## config.mk

```make
export PLATFORM = sky130hd
export DESIGN_NAME = ext_rst_pulse_gen
export DESIGN_NICKNAME = d
export VERILOG_FILES = /design/src/rtl/xrst_pkg.sv /design/src/rtl/xrst_cfg.sv /design/src/rtl/xrst_fsm.sv /design/src/rtl/xrst_pad.sv /design/src/rtl/ext_rst_pulse_gen.sv
export SDC_FILE = /design/constraint.sdc
export NUM_CORES = 1
export LEC_CHECK = 0
export BUFFER_PORTS_ARGS = -buffer_cell sky130_fd_sc_hd__buf_2
export CORE_MARGIN = 4
export CORE_UTILIZATION = 52
export CTS_CLUSTER_DIAMETER = 30
export DETAILED_ROUTE_END_ITERATION = 10
export HOLD_SLACK_MARGIN = 0.08
export PLACE_DENSITY_LB_ADDON = 0.3
export SYNTH_ARGS = -nofsm -noshare
export SYNTH_HDL_FRONTEND = slang
export SYNTH_HIERARCHICAL = 1
export SYNTH_SLANG_ARGS = --single-unit
```

## constraint.sdc

```tcl
create_clock -name clk -period 2.7 [get_ports clk]
set_input_delay 0 -clock clk [delete_from_list [all_inputs] [get_ports clk]]
set_output_delay 0 -clock clk [all_outputs]
set_load 0.01 [all_outputs]
```

## src/rtl/xrst_pkg.sv

```systemverilog
package xrst_pkg;
    typedef enum logic {
        XS_IDLE   = 1'b0,
        XS_ACTIVE = 1'b1
    } xrst_state_e;

    localparam logic [7:0] KEY_POL_HI = 8'hA5;
    localparam logic [7:0] KEY_POL_LO = 8'h5A;
    localparam logic [7:0] KEY_DRV_PP = 8'hA8;
    localparam logic [7:0] KEY_DRV_OD = 8'h8A;
endpackage

```

## src/rtl/xrst_cfg.sv

```systemverilog
module xrst_cfg
    import xrst_pkg::*;
#(
    parameter int WIDTH_W   = 20,
    parameter int RST_WIDTH = 255
) (
    input  logic               clk,
    input  logic               rst_n,
    input  logic               wr_en,
    input  logic [31:0]        wdata,
    output logic [WIDTH_W-1:0] width_o,
    output logic               pol_hi_o,
    output logic               push_pull_o,
    output logic [31:0]        rdata_o
);
    logic [7:0] key;
    assign key = wdata[31:24];

    always_ff @(posedge clk or negedge rst_n) begin
        if (!rst_n) begin
            width_o     <= WIDTH_W'(RST_WIDTH);
            pol_hi_o    <= 1'b0;
            push_pull_o <= 1'b0;
        end else if (wr_en) begin
            width_o <= wdata[WIDTH_W-1:0];
            unique case (key)
                KEY_POL_HI: pol_hi_o    <= 1'b1;
                KEY_POL_LO: pol_hi_o    <= 1'b0;
                KEY_DRV_PP: push_pull_o <= 1'b1;
                KEY_DRV_OD: push_pull_o <= 1'b0;
                default:    ;
            endcase
        end
    end

    always_comb begin
        rdata_o                = '0;
        rdata_o[WIDTH_W-1:0]   = width_o;
        rdata_o[31]            = pol_hi_o;
        rdata_o[30]            = push_pull_o;
    end


    mode_hold_chk: assert property (@(posedge clk) disable iff (!rst_n)
        (wr_en && key != KEY_POL_HI && key != KEY_POL_LO &&
         key != KEY_DRV_PP && key != KEY_DRV_OD)
        |=> ($stable(pol_hi_o) && $stable(push_pull_o)));


    pol_key_chk: assert property (@(posedge clk) disable iff (!rst_n)
        (wr_en && key == KEY_POL_HI) |=> pol_hi_o);


    drv_key_chk: assert property (@(posedge clk) disable iff (!rst_n)
        (wr_en && key == KEY_DRV_OD) |=> !push_pull_o);
endmodule

```

## src/rtl/xrst_fsm.sv

```systemverilog
module xrst_fsm
    import xrst_pkg::*;
#(
    parameter int WIDTH_W = 20
) (
    input  logic               clk,
    input  logic               rst_n,
    input  logic               tick,
    input  logic               trigger,
    input  logic               enable,
    input  logic [WIDTH_W-1:0] width_i,
    output logic               active_o
);
    xrst_state_e        state_q, state_d;
    logic [WIDTH_W-1:0] cnt_q, cnt_d;

    always_comb begin
        state_d = state_q;
        cnt_d   = cnt_q;
        unique case (state_q)
            XS_IDLE: begin
                if (trigger && enable) begin
                    state_d = XS_ACTIVE;
                    cnt_d   = width_i;
                end
            end
            XS_ACTIVE: begin
                if (tick) begin
                    if (cnt_q == '0) state_d = XS_IDLE;
                    else             cnt_d   = cnt_q - 1'b1;
                end
            end
            default: state_d = XS_IDLE;
        endcase
    end

    always_ff @(posedge clk or negedge rst_n) begin
        if (!rst_n) begin
            state_q <= XS_IDLE;
            cnt_q   <= '0;
        end else begin
            state_q <= state_d;
            cnt_q   <= cnt_d;
        end
    end

    always_comb begin
        active_o = (state_q == XS_ACTIVE);
    end


    start_chk: assert property (@(posedge clk) disable iff (!rst_n)
        (!active_o && trigger && enable) |=> active_o);


    stay_idle_chk: assert property (@(posedge clk) disable iff (!rst_n)
        (!active_o && !(trigger && enable)) |=> !active_o);


    no_reload_chk: assert property (@(posedge clk) disable iff (!rst_n)
        (active_o && !tick) |=> (active_o && $stable(cnt_q)));


    count_down_chk: assert property (@(posedge clk) disable iff (!rst_n)
        (active_o && tick && cnt_q != '0) |=> (active_o && cnt_q == $past(cnt_q) - 1'b1));
endmodule

```

## src/rtl/xrst_pad.sv

```systemverilog
module xrst_pad (
    input  logic active_i,
    input  logic pol_hi_i,
    input  logic push_pull_i,
    output logic pin_o,
    output logic oe_o
);
    always_comb begin
        pin_o = active_i ? pol_hi_i : ~pol_hi_i;
        oe_o  = push_pull_i | active_i;
    end
endmodule

```

## src/rtl/ext_rst_pulse_gen.sv

```systemverilog
module ext_rst_pulse_gen #(
    parameter int WIDTH_W   = 20,
    parameter int RST_WIDTH = 255
) (
    input  logic        clk,
    input  logic        rst_n,
    input  logic        tick_1us,
    input  logic        trigger,
    input  logic        ext_en,
    input  logic        cfg_wr,
    input  logic [31:0] cfg_wdata,
    output logic [31:0] cfg_rdata,
    output logic        pin_out,
    output logic        pin_oe
);
    logic [WIDTH_W-1:0] width;
    logic               pol_hi;
    logic               push_pull;
    logic               pulse_active;

    xrst_cfg #(.WIDTH_W(WIDTH_W), .RST_WIDTH(RST_WIDTH)) cfg_i (
        .clk(clk), .rst_n(rst_n), .wr_en(cfg_wr), .wdata(cfg_wdata),
        .width_o(width), .pol_hi_o(pol_hi), .push_pull_o(push_pull),
        .rdata_o(cfg_rdata)
    );

    xrst_fsm #(.WIDTH_W(WIDTH_W)) fsm_i (
        .clk(clk), .rst_n(rst_n), .tick(tick_1us), .trigger(trigger),
        .enable(ext_en), .width_i(width), .active_o(pulse_active)
    );

    xrst_pad pad_i (
        .active_i(pulse_active), .pol_hi_i(pol_hi), .push_pull_i(push_pull),
        .pin_o(pin_out), .oe_o(pin_oe)
    );


    pp_oe_chk: assert property (@(posedge clk) disable iff (!rst_n)
        cfg_rdata[30] |-> pin_oe);


    od_release_chk: assert property (@(posedge clk) disable iff (!rst_n)
        (!cfg_rdata[30] && !pulse_active) |-> !pin_oe);


    idle_level_chk: assert property (@(posedge clk) disable iff (!rst_n)
        !pulse_active |-> (pin_out != cfg_rdata[31]));
endmodule

```

; ---- Yosys cells after proc, flatten, opt, wreduce, memory -nomap -nowiden
; Index checks and enable logic that the tools add are counted.
[totals]
register_bits = 43
input_bits = 38
out_inout_bits = 34
wordCells = 34
[op_classes]
addsub = 1
eq_ne = 7
muxes = 11
bitwise = 3
n_reduce_logical = 7
[op_table]
columns = op, n
row1 = 2-to-1 mux 20 bit, 3
row2 = case mux 20 bit (2 select lines), 1
row3 = equality test 8 bit (second input constant), 3
row4 = zero test 20 bit, 1
row5 = subtractor 20 x 1 -> 20 bit (second input constant), 1
row6 = equality test 8 x 7 -> 1 bit (second input constant), 1
row7 = case mux 1 bit (2 select lines), 3
row8 = 2-to-1 mux 1 bit, 4
row9 = != test 2 bit (second input constant), 2
row10 = AND reduction 2 bit, 2
row11 = nonzero test 2 bit, 2
row12 = AND reduction 3 bit, 1
row13 = != test 2 x 1 -> 1 bit (second input constant), 1
row14 = NOT 1 bit, 2
row15 = logical AND 1 bit, 1
row16 = bitwise OR 1 bit, 1

; ---- Logic depth before layout (Yosys ltp)
; Gate-level depths: netlist of the first run.
[logic_depth]
ltp_word = 4
depth_mapped = 8
ltp_nobuf = 7

; ---- Cells and area by module
; Netlist of the first run, hierarchy kept.
[modules_own_cells]
columns = mod, n_inst, cells_each, area_per_inst_um2, seq_area_each_um2
row1 = xrst_fsm, 1, 168, 1452.6, 525.5
row2 = xrst_cfg, 1, 87, 1131.1, 560.5
row3 = xrst_pad, 1, 2, 15.0, 0.0

; ---- Worst setup path before layout of the first run
; Ideal clock, no wire load.
[synth_path]
path_type = register to register
start = reg fsm_i.cnt_q[11]
end = reg fsm_i.cnt_q[19]
setup_ns = 0.124
t_arrival_ns = 2.039
required_time_ns = 2.576
path_slack_ns = 0.538
stages_incl_launch_ff = 7
n_path_buf = 1
synth_period_minus_slack_ns = 2.162
cell_sequence = dfrtp_1 or4_4 nand2b_4 buf_6 or3_4 a32o_1 a211o_1
[synth_between]
elab_chain_cells = 4
elab_cells_between_ends = 7
classes_between = add/sub (1) / eq/ne (1) / mux (3) / reduce/logical (2)
[synth_rtl]
columns = item, line_no
row1 = start: declaration, xrst_fsm.sv:15  ; logic [WIDTH_W-1:0] cnt_q, cnt_d;
row2 = start signal: assignment, xrst_fsm.sv:43  ; cnt_q <= cnt_d;
row3 = subtractor 20 x 1 -> 20 bit, xrst_fsm.sv:30  ; else cnt_d = cnt_q - 1'b1;
row4 = 2-to-1 mux 20 bit, xrst_fsm.sv:29  ; if (cnt_q == '0) state_d = XS_IDLE;
row5 = 2-to-1 mux 20 bit, xrst_fsm.sv:28  ; if (tick) begin
row6 = case mux 20 bit (2 select lines), xrst_fsm.sv:20  ; unique case (state_q)
; Several ways; a longest one is shown, not always the timed one. The select of a mux whose other input is x is not followed.
; A chain may end at the register's enable or synchronous reset.

; ---- Worst setup path after layout of the first run
[layout_path]
start = reg fsm_i.cnt_q[6]
end = reg fsm_i.cnt_q[19]
; Same word-level chain as after synthesis.

==> out/results.tsv, run 1 <==
metric	value	unit
cts_tree	built	
start_util	54.30	%
period_share	82.51	%
pre_cts_ws	0.5158	ns
worst-slew-pin-transition	0.9507	ns
wire_per_inst	14.11	µm
hold_path.class	primary input to flop	
grt_antenna_before_repair	0	
tns	0	ns
period_minus_slack	2.228	ns
slew_headroom	36.62	%
nNetsFinal	356	
core_area	4786	µm²
viasPerCell	5.384	
final-setup-viol-count	0	
maxCapViolations	0	
most-common-layout-cells	buf_2 (57), dfrtp_1 (35), dlygate4sd3_1 (24), mux2_2 (20), nand2_1 (20)	
cellLeakagePower	0.001342	µW
ys_ff_latch	43	
ff2ff_path_depth	5	
timing.critical_path.max_delay_family	simple AND/OR/NAND/NOR gates	
ant_nets	0	
syn_to_final_growth	17.86	%
die_height	78.70	µm
drt_pass1_iterations	4	
clock.fmax	448.9	MHz
numCtsBuffers	5	
post_synth_inst_count	257	
async_flop_share	100.0	%
synth_edf_count	0	
grt_pass1_wl	8963	µm
slowest_delay	0.48	ns
grt_usage	18.04	%
fin_area	3063	µm²
slowest_stage	nor4_1	
cts-root-buf	clkbuf_8	
crit_arrival	2.40	ns
finalMaxSlewViolations	0	
numPlacedInstances	352	
io_pins	72	
fp.dieArea	6193	µm²
crit_buf_inv	0	
worstSetupEndpointType	flop	
port_buffers	57	
cts_buffer_depth	2	
cp.depth	5	
drc_errors	0	
synth.avg_cell_area	10.11	µm²
status	completed	
cts_resized	0	
diodes	0	
drt_iter0_markers	89	
layout_commonest_cell	buf_2	
yosys_warnings	6	
dp_hpwl	3692	µm
ys_types	56	
die_w	78.70	µm
clk_latency	0.29	ns
drive_above_1_share	34.18	%
routed_wirelength	5406	µm
hold_path_depth	3	
final_cells	383	
grt_pass1_vias	1934	
crit_fanout	6	
required	2.88	ns
finalPower	1791	µW
placed_area	2746	µm²
clkSinkCount	43	
skew	0.004815	ns
overflow	0	
rows	25	
synth-main-ff-cell	dfrtp_1	
finalHoldViolations	0	
cellPowerDensity	584.8	nW/µm²
setup_slack	0.4721	ns
crit_chain	nor4_1, nand3_1, or3_4, a32o_1, a211o_1	
critPathLaunchType	flop	
cts_max_level	2	
vdd_drop_max	389.1	µV
crit_type	flop to flop	
syn_area	2599	µm²
grt_setup_unrepaired	false	
synth-seq-area-share	41.79	%
gp_congestion	0.8156	
post_cts.repair.setup_buffers	0	
path_clk_slew	0.07	ns
vias	2062	
grt_max_degree	44	
Yosys cell counts, drive strengths merged (7+ instances only):
cell | n | area [µm²]
o22ai | 8 | 50.05
nand2 | 20 | 75.07
dfstp | 8 | 210.2
dfrtp | 35 | 875.8
clkbuf | 7 | 26.28
buf | 38 | 281.5
a21oi | 13 | 65.06
nor2 | 9 | 33.78
a2bb2oi | 7 | 61.31
mux2 | 20 | 225.2
area by class of cell:
| class | instances | area (µm²) |
|---|---|---|
| Clock buffer | 7 | 76.32 |
| Multi-Input combinational cell | 173 | 1220 |
| Timing Repair Buffer | 88 | 578.1 |
| Tap cell | 67 | 83.83 |
| Fill cell | 417 | 1723 |
| Inverter | 5 | 18.77 |
| Sequential cell | 43 | 1086 |
through the flow:
stage / utilization (%) / hold WS (ns)
detailed placement: 57.39 / 0.2059
CTS: 64.00 / 0.08040
global placement: 57.39 / 0.2035
global route: 64.00 / 0.1009
finish: 64.00 / 0.09131
floorplan: - / -0.2956
worst reg2reg max path, delay by kind of cell, from the launching register on:
family / cells / cell delay (ns)
compound gates: 2 / 0.47
flops: 1 / 0.45
simple gates: 3 / 1.20
final timing paths:
kind / start / endpoint / slack [ns]
setup / recovery: fsm_i/cnt_q[6] / fsm_i/cnt_q[19] / 0.47
hold / removal: cfg_wdata[29] / cfg_i/push_pull_o / 0.09
setup reg to reg: fsm_i/cnt_q[6] / fsm_i/cnt_q[19] / 0.47
hold reg to reg: cfg_i/width_o[13] / cfg_i/width_o[13] / 0.53
max in group asynchronous: rst_n / fsm_i/cnt_q[12] / 1.72
min in group asynchronous: rst_n / fsm_i/cnt_q[5] / 0.40
routing by layer:
layer  GRT usage [%]  part of all wire [%]  vias to the layer above  routed length (µm)
met5               0                     0                        -                   0
met1           22.92                    45                      972                2411
li1                -                     -                     1019                   -
met2           30.73                    48                       64                2601
met3           3.968                   6.1                        7                 332
met4           5.420                   1.1                        0                  60
sequential cells by signal, summed over array words and instances (netlist names):
name / count
cfg_i/pol_hi_o: 1
fsm_i/cnt_q: 20
fsm_i/active_o: 1
cfg_i/width_o: 20
cfg_i/push_pull_o: 1
what timing repair did:
item,in CTS,in global routing
setup endpoints to repair,0,0
hold buffers,24,0
endpoints found under the hold margin,57,0
logic make-up after synthesis:
kind of cell / after synthesis / share of synthesized area [%]
fa+ha+maj: 2 / 0.9628
other cells: 1 / 0.1443
flops: 43 / 41.79
mux: 24 / 10.21
compound gates: 54 / 14.93
simple gates: 81 / 18.73
buf+inv: 50 / 12.57
xor+xnor: 2 / 0.6742
report_power, final:
part           leakage, µW  total (µW)  switching [µW]  internal, µW
Combinational     0.000821         473             226           246
Clock            0.0000383         383             204           178
Sequential        0.000483         936             150           786
No activity file was read; power rests on OpenSTA's default activity.
==> inputs of run 2 (changes only) <==
==> constraint.sdc (replaced) <==
create_clock -name clk -period 2.1 [get_ports clk]
set_input_delay 0 -clock clk [delete_from_list [all_inputs] [get_ports clk]]
set_output_delay 0 -clock clk [all_outputs]
set_load 0.01 [all_outputs]
==> run 2 against run 1 <==
  * Sequential power increased by 27%
  * Worst setup slack lost 0.43 ns
  * Combinational power grew 69%
==> out/results.tsv, run 2 (synthesis gave the netlist of run 1 again) <==
metric	value	unit	change
status	completed		
worst-slew-pin-transition	0.5888	ns	-0.3620 ns
routed_wirelength	6046	µm	+12%
pre_cts_ws	-0.001449	ns	-0.5172 ns
p_sw_share	33.27	%	+0.87 points
die_w	78.70	µm	unchanged
top_regs	cfg_i/width_o (20), fsm_i/cnt_q (20)		
gr-usage-met1	24.30	%	+1.4 points
syn_to_final_growth	26.10	%	
slew_headroom	60.75	%	+24 points
tns	0	ns	unchanged
crit_arrival	2.24	ns	-0.16 ns
maxCapViolations	0		unchanged
grt_pass1_wl	9804	µm	+9.4%
vias	2214		+7.4%
cellPowerDensity	765.0	nW/µm²	+31%
crit_fanout	6		unchanged
clkSinkCount	43		unchanged
grt_max_degree	38		-14%
fp.dieArea	6193	µm²	unchanged
fin_util	68.47	%	+4.5 points
rows	25		unchanged
p_comb_share	31.9	%	+5.5 points
fillerInstances	372		-11%
drt_iter0_markers	129		+45%
port_buffers	57		unchanged
period_share	98.09	%	+16 points
drt_pass1_iterations	4		unchanged
switching_power	834.0	µW	+44%
crit_type	flop to flop		
drive_above_1_share	40.77	%	+6.6 points
fin_area	3277	µm²	+7.0%
grt_pass1_vias	2177		+13%
path_clk_slew	0.08	ns	about the same
start_util	54.30	%	unchanged
gp_congestion	0.8332		+2.2%
cts_max_level	2		unchanged
layout_commonest_cell	buf_2		
ant_nets	0		unchanged
crit_chain	or4_4, nand2b_4, or3_4, a32o_1, a211o_1		
io_pins	72		unchanged
grt_antenna_before_repair	0		unchanged
cts-root-buf	clkbuf_8		
setup_slack	0.04005	ns	-0.4321 ns
hold_path.class	primary input to flop		
p_seq_share	47.5	%	-4.8 points
period_minus_slack	2.060	ns	-0.1679 ns
grt_usage	19.79	%	+1.7 points
grt_use_met2	34.04	%	+3.3 points
p_int	1673	µW	+38%
cellLeakagePower	0.001444	µW	+7.6%
most-common-layout-cells	buf_2 (57), dfrtp_1 (34), dlygate4sd3_1 (25), buf_4 (24)		
overflow	0		unchanged
worstSetupEndpointType	flop		
dp_hpwl	4090	µm	+11%
fin_hold_ws	0.09897	ns	+0.007667 ns
numCtsBuffers	5		unchanged
diodes	0		unchanged
final-setup-viol-count	0		unchanged
placed_area	2879	µm²	+4.8%
slowest_stage	or4_4		
slowest_delay	0.55	ns	+0.07 ns
cts_buffer_depth	2		unchanged
grt.busiest_layer	met2		
nNetsFinal	375		+5.3%
wire_per_inst	15.00	µm	+6.3%
finalHoldViolations	0		unchanged
clk_latency	0.29	ns	about the same
skew	0.005435	ns	+0.0006201 ns
clock_power_share	20.6	%	-0.8 points
critPathLaunchType	flop		
core_area	4786	µm²	unchanged
required	2.28	ns	-0.60 ns
vdd_drop_max	540.7	µV	+39%
viasPerCell	5.494		+2.0%
finalMaxSlewViolations	0		unchanged
cts_tree	built		
die_height	78.70	µm	unchanged
grtUsageMet3	3.628	%	-0.34 points
clock.fmax	485.4	MHz	+8.2%
drc_errors	0		unchanged
[run 2: final timing paths]
| path | start | endpoint | slack (ns) | depth (start not counted) |
|---|---|---|---|---|
| hold / removal | cfg_wdata[25] | cfg_i/push_pull_o | 0.1 | 3 |
| setup reg to reg | fsm_i/cnt_q[13] | fsm_i/cnt_q[17] | 0.04 | 5 |
| setup / recovery | fsm_i/cnt_q[13] | fsm_i/cnt_q[17] | 0.04 | 5 |
| min in group asynchronous | rst_n | cfg_i/width_o[13] | 0.24 | 2 |
| max in group asynchronous | rst_n | cfg_i/width_o[6] | 1.18 | 3 |
| hold reg to reg | cfg_i/push_pull_o | cfg_i/push_pull_o | 0.51 | 1 |
[run 2: per-layer routing]
layer  part of all wire, %  wire length (µm)
met1                    42              2550
met2                    51              3058
met3                   5.6               340
met4                   1.6                97
met5                     0                 0
[run 2: power by group through the flow]
stage | Sequential (µW) | Combinational [µW] | Clock [µW]
2_1_floorplan | 1190 | 455 | 0
3_3_place_gp | 1170 | 702 | 0
3_5_place_dp | 1170 | 729 | 0
4_1_cts | 1170 | 773 | 534
5_1_grt | 1210 | 878 | 578
6_report | 1190 | 800 | 516
[run 2: final cells by class]
class,count,area [µm²],area share (%)
clock buffers,5,68.82,2.100
inverters,5,18.77,0.5727
multi-input cells,173,1262,38.53
flip-flops and latches,43,1087,33.18
clock inverters,3,20.02,0.6109
repair buffers,107,735.7,22.45
well taps,67,83.83,2.558
[run 2: timing repair]
item | CTS | global route
hold endpoints to repair | 46 | 0
pin swaps | 0 | 4
gates resized for setup | 1 | 8
cloned | 0 | 0
setup buffers | 0 | 2
setup endpoints to repair | 3 | 16
hold buffers | 25 | 0
[run 2: stage by stage]
stage	instances	power, µW
after detailed placement	368	1903
after global routing	403	2669
final	403	2507
after global placement	368	1869
after floorplan	266	1641
after CTS	401	2474
[run 2: critical path: cells and delay by family, from the launching register on]
family	cells	cell delay, ns
flops	1	0.38
simple gates	3	1.07
compound gates	2	0.49
==> inputs of run 3 (changes only) <==
--- a/config.mk
+++ b/config.mk
@@ -12,6 +12,7 @@
 export DETAILED_ROUTE_END_ITERATION = 10
 export HOLD_SLACK_MARGIN = 0.08
 export PLACE_DENSITY_LB_ADDON = 0.3
+export REMOVE_ABC_BUFFERS = 1
 export SYNTH_ARGS = -nofsm -noshare
 export SYNTH_HDL_FRONTEND = slang
 export SYNTH_HIERARCHICAL = 1
==> run 3 against run 2 <==
  * Utilization is 0.078 points higher
  * Wire length shrank 3.2%
  * Non-clock buffer count unchanged
  * Clock power fell by 1%
  * Register-to-register slack worse by 0.02 ns
  * Count of clock-buffer cells in the layout increased by 2
  * Critical path type unchanged
  * Critical endpoint unchanged
  * Highest routed layer unchanged
==> out/results.tsv, run 3 (synthesis gave the netlist of run 1 again) <==
metric	value	unit	change
worst-slew-pin-transition	0.8954	ns	+0.3066 ns
most-common-layout-cells	buf_2 (57), dfrtp_1 (35), dlygate4sd3_1 (25), buf_4 (23)		
required	2.28	ns	about the same
rows	25		unchanged
crit_type	flop to flop		
crit_fanout	6		unchanged
start_util	54.30	%	unchanged
cellLeakagePower	0.001450	µW	+0.43%
path_clk_slew	0.08	ns	about the same
setup_slack	0.01925	ns	-0.02080 ns
drt_iter0_markers	123		-4.7%
syn_to_final_growth	26.24	%	
gp_congestion	0.8351		+0.23%
fin_area	3281	µm²	+0.11%
cts_buffer_depth	2		unchanged
grt_pass1_vias	2203		+1.2%
diodes	0		unchanged
grt_antenna_before_repair	0		unchanged
ant_nets	0		unchanged
skew	0.003012	ns	-0.002423 ns
fp.dieArea	6193	µm²	unchanged
wire_per_inst	14.52	µm	-3.2%
viasPerCell	5.275		-4.0%
overflow	0		unchanged
cts-root-buf	clkbuf_8		
vdd_drop_max	666.8	µV	+23%
drt_pass1_iterations	4		unchanged
grt_setup_unrepaired	true		
placed_area	2849	µm²	-1.0%
cts_max_level	2		unchanged
port_buffers	57		unchanged
clock.fmax	480.6	MHz	-1.0%
drive_above_1_share	39.58	%	-1.2 points
maxCapViolations	0		unchanged
core_area	4786	µm²	unchanged
cts_tree	built		
vias	2126		-4.0%
numPlacedInstances	364		-1.1%
grt_use_met2	34.47	%	+0.42 points
cellPowerDensity	761.6	nW/µm²	-0.44%
grt_max_degree	41		+7.9%
top_regs	cfg_i/width_o (20), fsm_i/cnt_q (20)		
hold_path.class	primary input to flop		
tns	0	ns	unchanged
routed_wirelength	5851	µm	-3.2%
crit_arrival	2.26	ns	+0.02 ns
die_height	78.70	µm	unchanged
period_minus_slack	2.081	ns	+0.02080 ns
finalHoldViolations	0		unchanged
drc_errors	0		unchanged
grt_pass1_wl	9694	µm	-1.1%
period_share	99.08	%	+0.99 points
grt.busiest_layer	met2		
io_pins	72		unchanged
pre_cts_ws	0.002076	ns	+0.003525 ns
clk_latency	0.29	ns	about the same
finalMaxSlewViolations	0		unchanged
gr-usage-met1	23.49	%	-0.82 points
grtUsageMet3	3.741	%	+0.11 points
final_cells	403		unchanged
numCtsBuffers	5		unchanged
nNetsFinal	375		unchanged
grt_usage	19.38	%	-0.41 points
final-setup-viol-count	0		unchanged
layout_commonest_cell	buf_2		
worstSetupEndpointType	flop		
finalPower	2499	µW	-0.33%
critPathLaunchType	flop		
dp_hpwl	3902	µm	-4.6%
die_w	78.70	µm	unchanged
slew_headroom	40.31	%	-20 points
clkSinkCount	43		unchanged
status	completed		
## run 3: layer usage
metal	vias up	wire, µm
met5	-	0
met4	0	79
met3	10	256
met2	57	2917
met1	1006	2599
li1	1053	-
## run 3: cell type report
| class | instances | area, µm² |
|---|---|---|
| multi-input combinational | 173 | 1271 |
| fill | 384 | 1505 |
| clock buffer | 7 | 76.32 |
| timing repair buffer | 107 | 739.5 |
| clock inverter | 1 | 5.005 |
| sequential | 43 | 1086 |
| inverter | 5 | 18.77 |
| tap | 67 | 83.83 |
## run 3: final timing paths
kind	start	slack, ns	cells after the start	to
hold / removal	ext_en	0.09	4	fsm_i/active_o
setup reg to reg	fsm_i/cnt_q[14]	0.02	5	fsm_i/cnt_q[17]
max in group asynchronous	rst_n	1.03	3	cfg_i/width_o[6]
setup / recovery	fsm_i/cnt_q[14]	0.02	5	fsm_i/cnt_q[17]
min in group asynchronous	rst_n	0.36	2	cfg_i/width_o[17]
hold reg to reg	cfg_i/push_pull_o	0.51	1	cfg_i/push_pull_o
## run 3: through the flow
| stage | utilization [%] | hold slack [ns] |
|---|---|---|
| after floorplan | - | -0.2956 |
| after global placement | 59.53 | 0.1846 |
| after detailed placement | 59.53 | 0.1832 |
| after global routing | 68.55 | 0.1124 |
| after CTS | 66.75 | 0.08471 |
| final | 68.55 | 0.09117 |
## run 3: worst max-delay path, stage by stage (launching register included)
cell      delay (ns)
dfrtp_1         0.40
or4_4           0.55
nand2b_4        0.19
or3_4           0.37
a32o_1          0.25
a211o_1         0.22
## run 3: report_power, final
part / internal (µW) / total [µW] / switching [µW]
registers: 1010 / 1230 / 217
logic: 415 / 762 / 347
clock network: 234 / 509 / 275
## run 3: timing repair
action | in CTS | in global routing
hold buffers | 25 | 0
endpoints found under the setup margin | 1 | 16
gates resized for setup | 1 | 8
pin swaps | 0 | 6
hold endpoints to repair | 58 | 0
cloned | 0 | 0
buffers inserted | 1 | 5
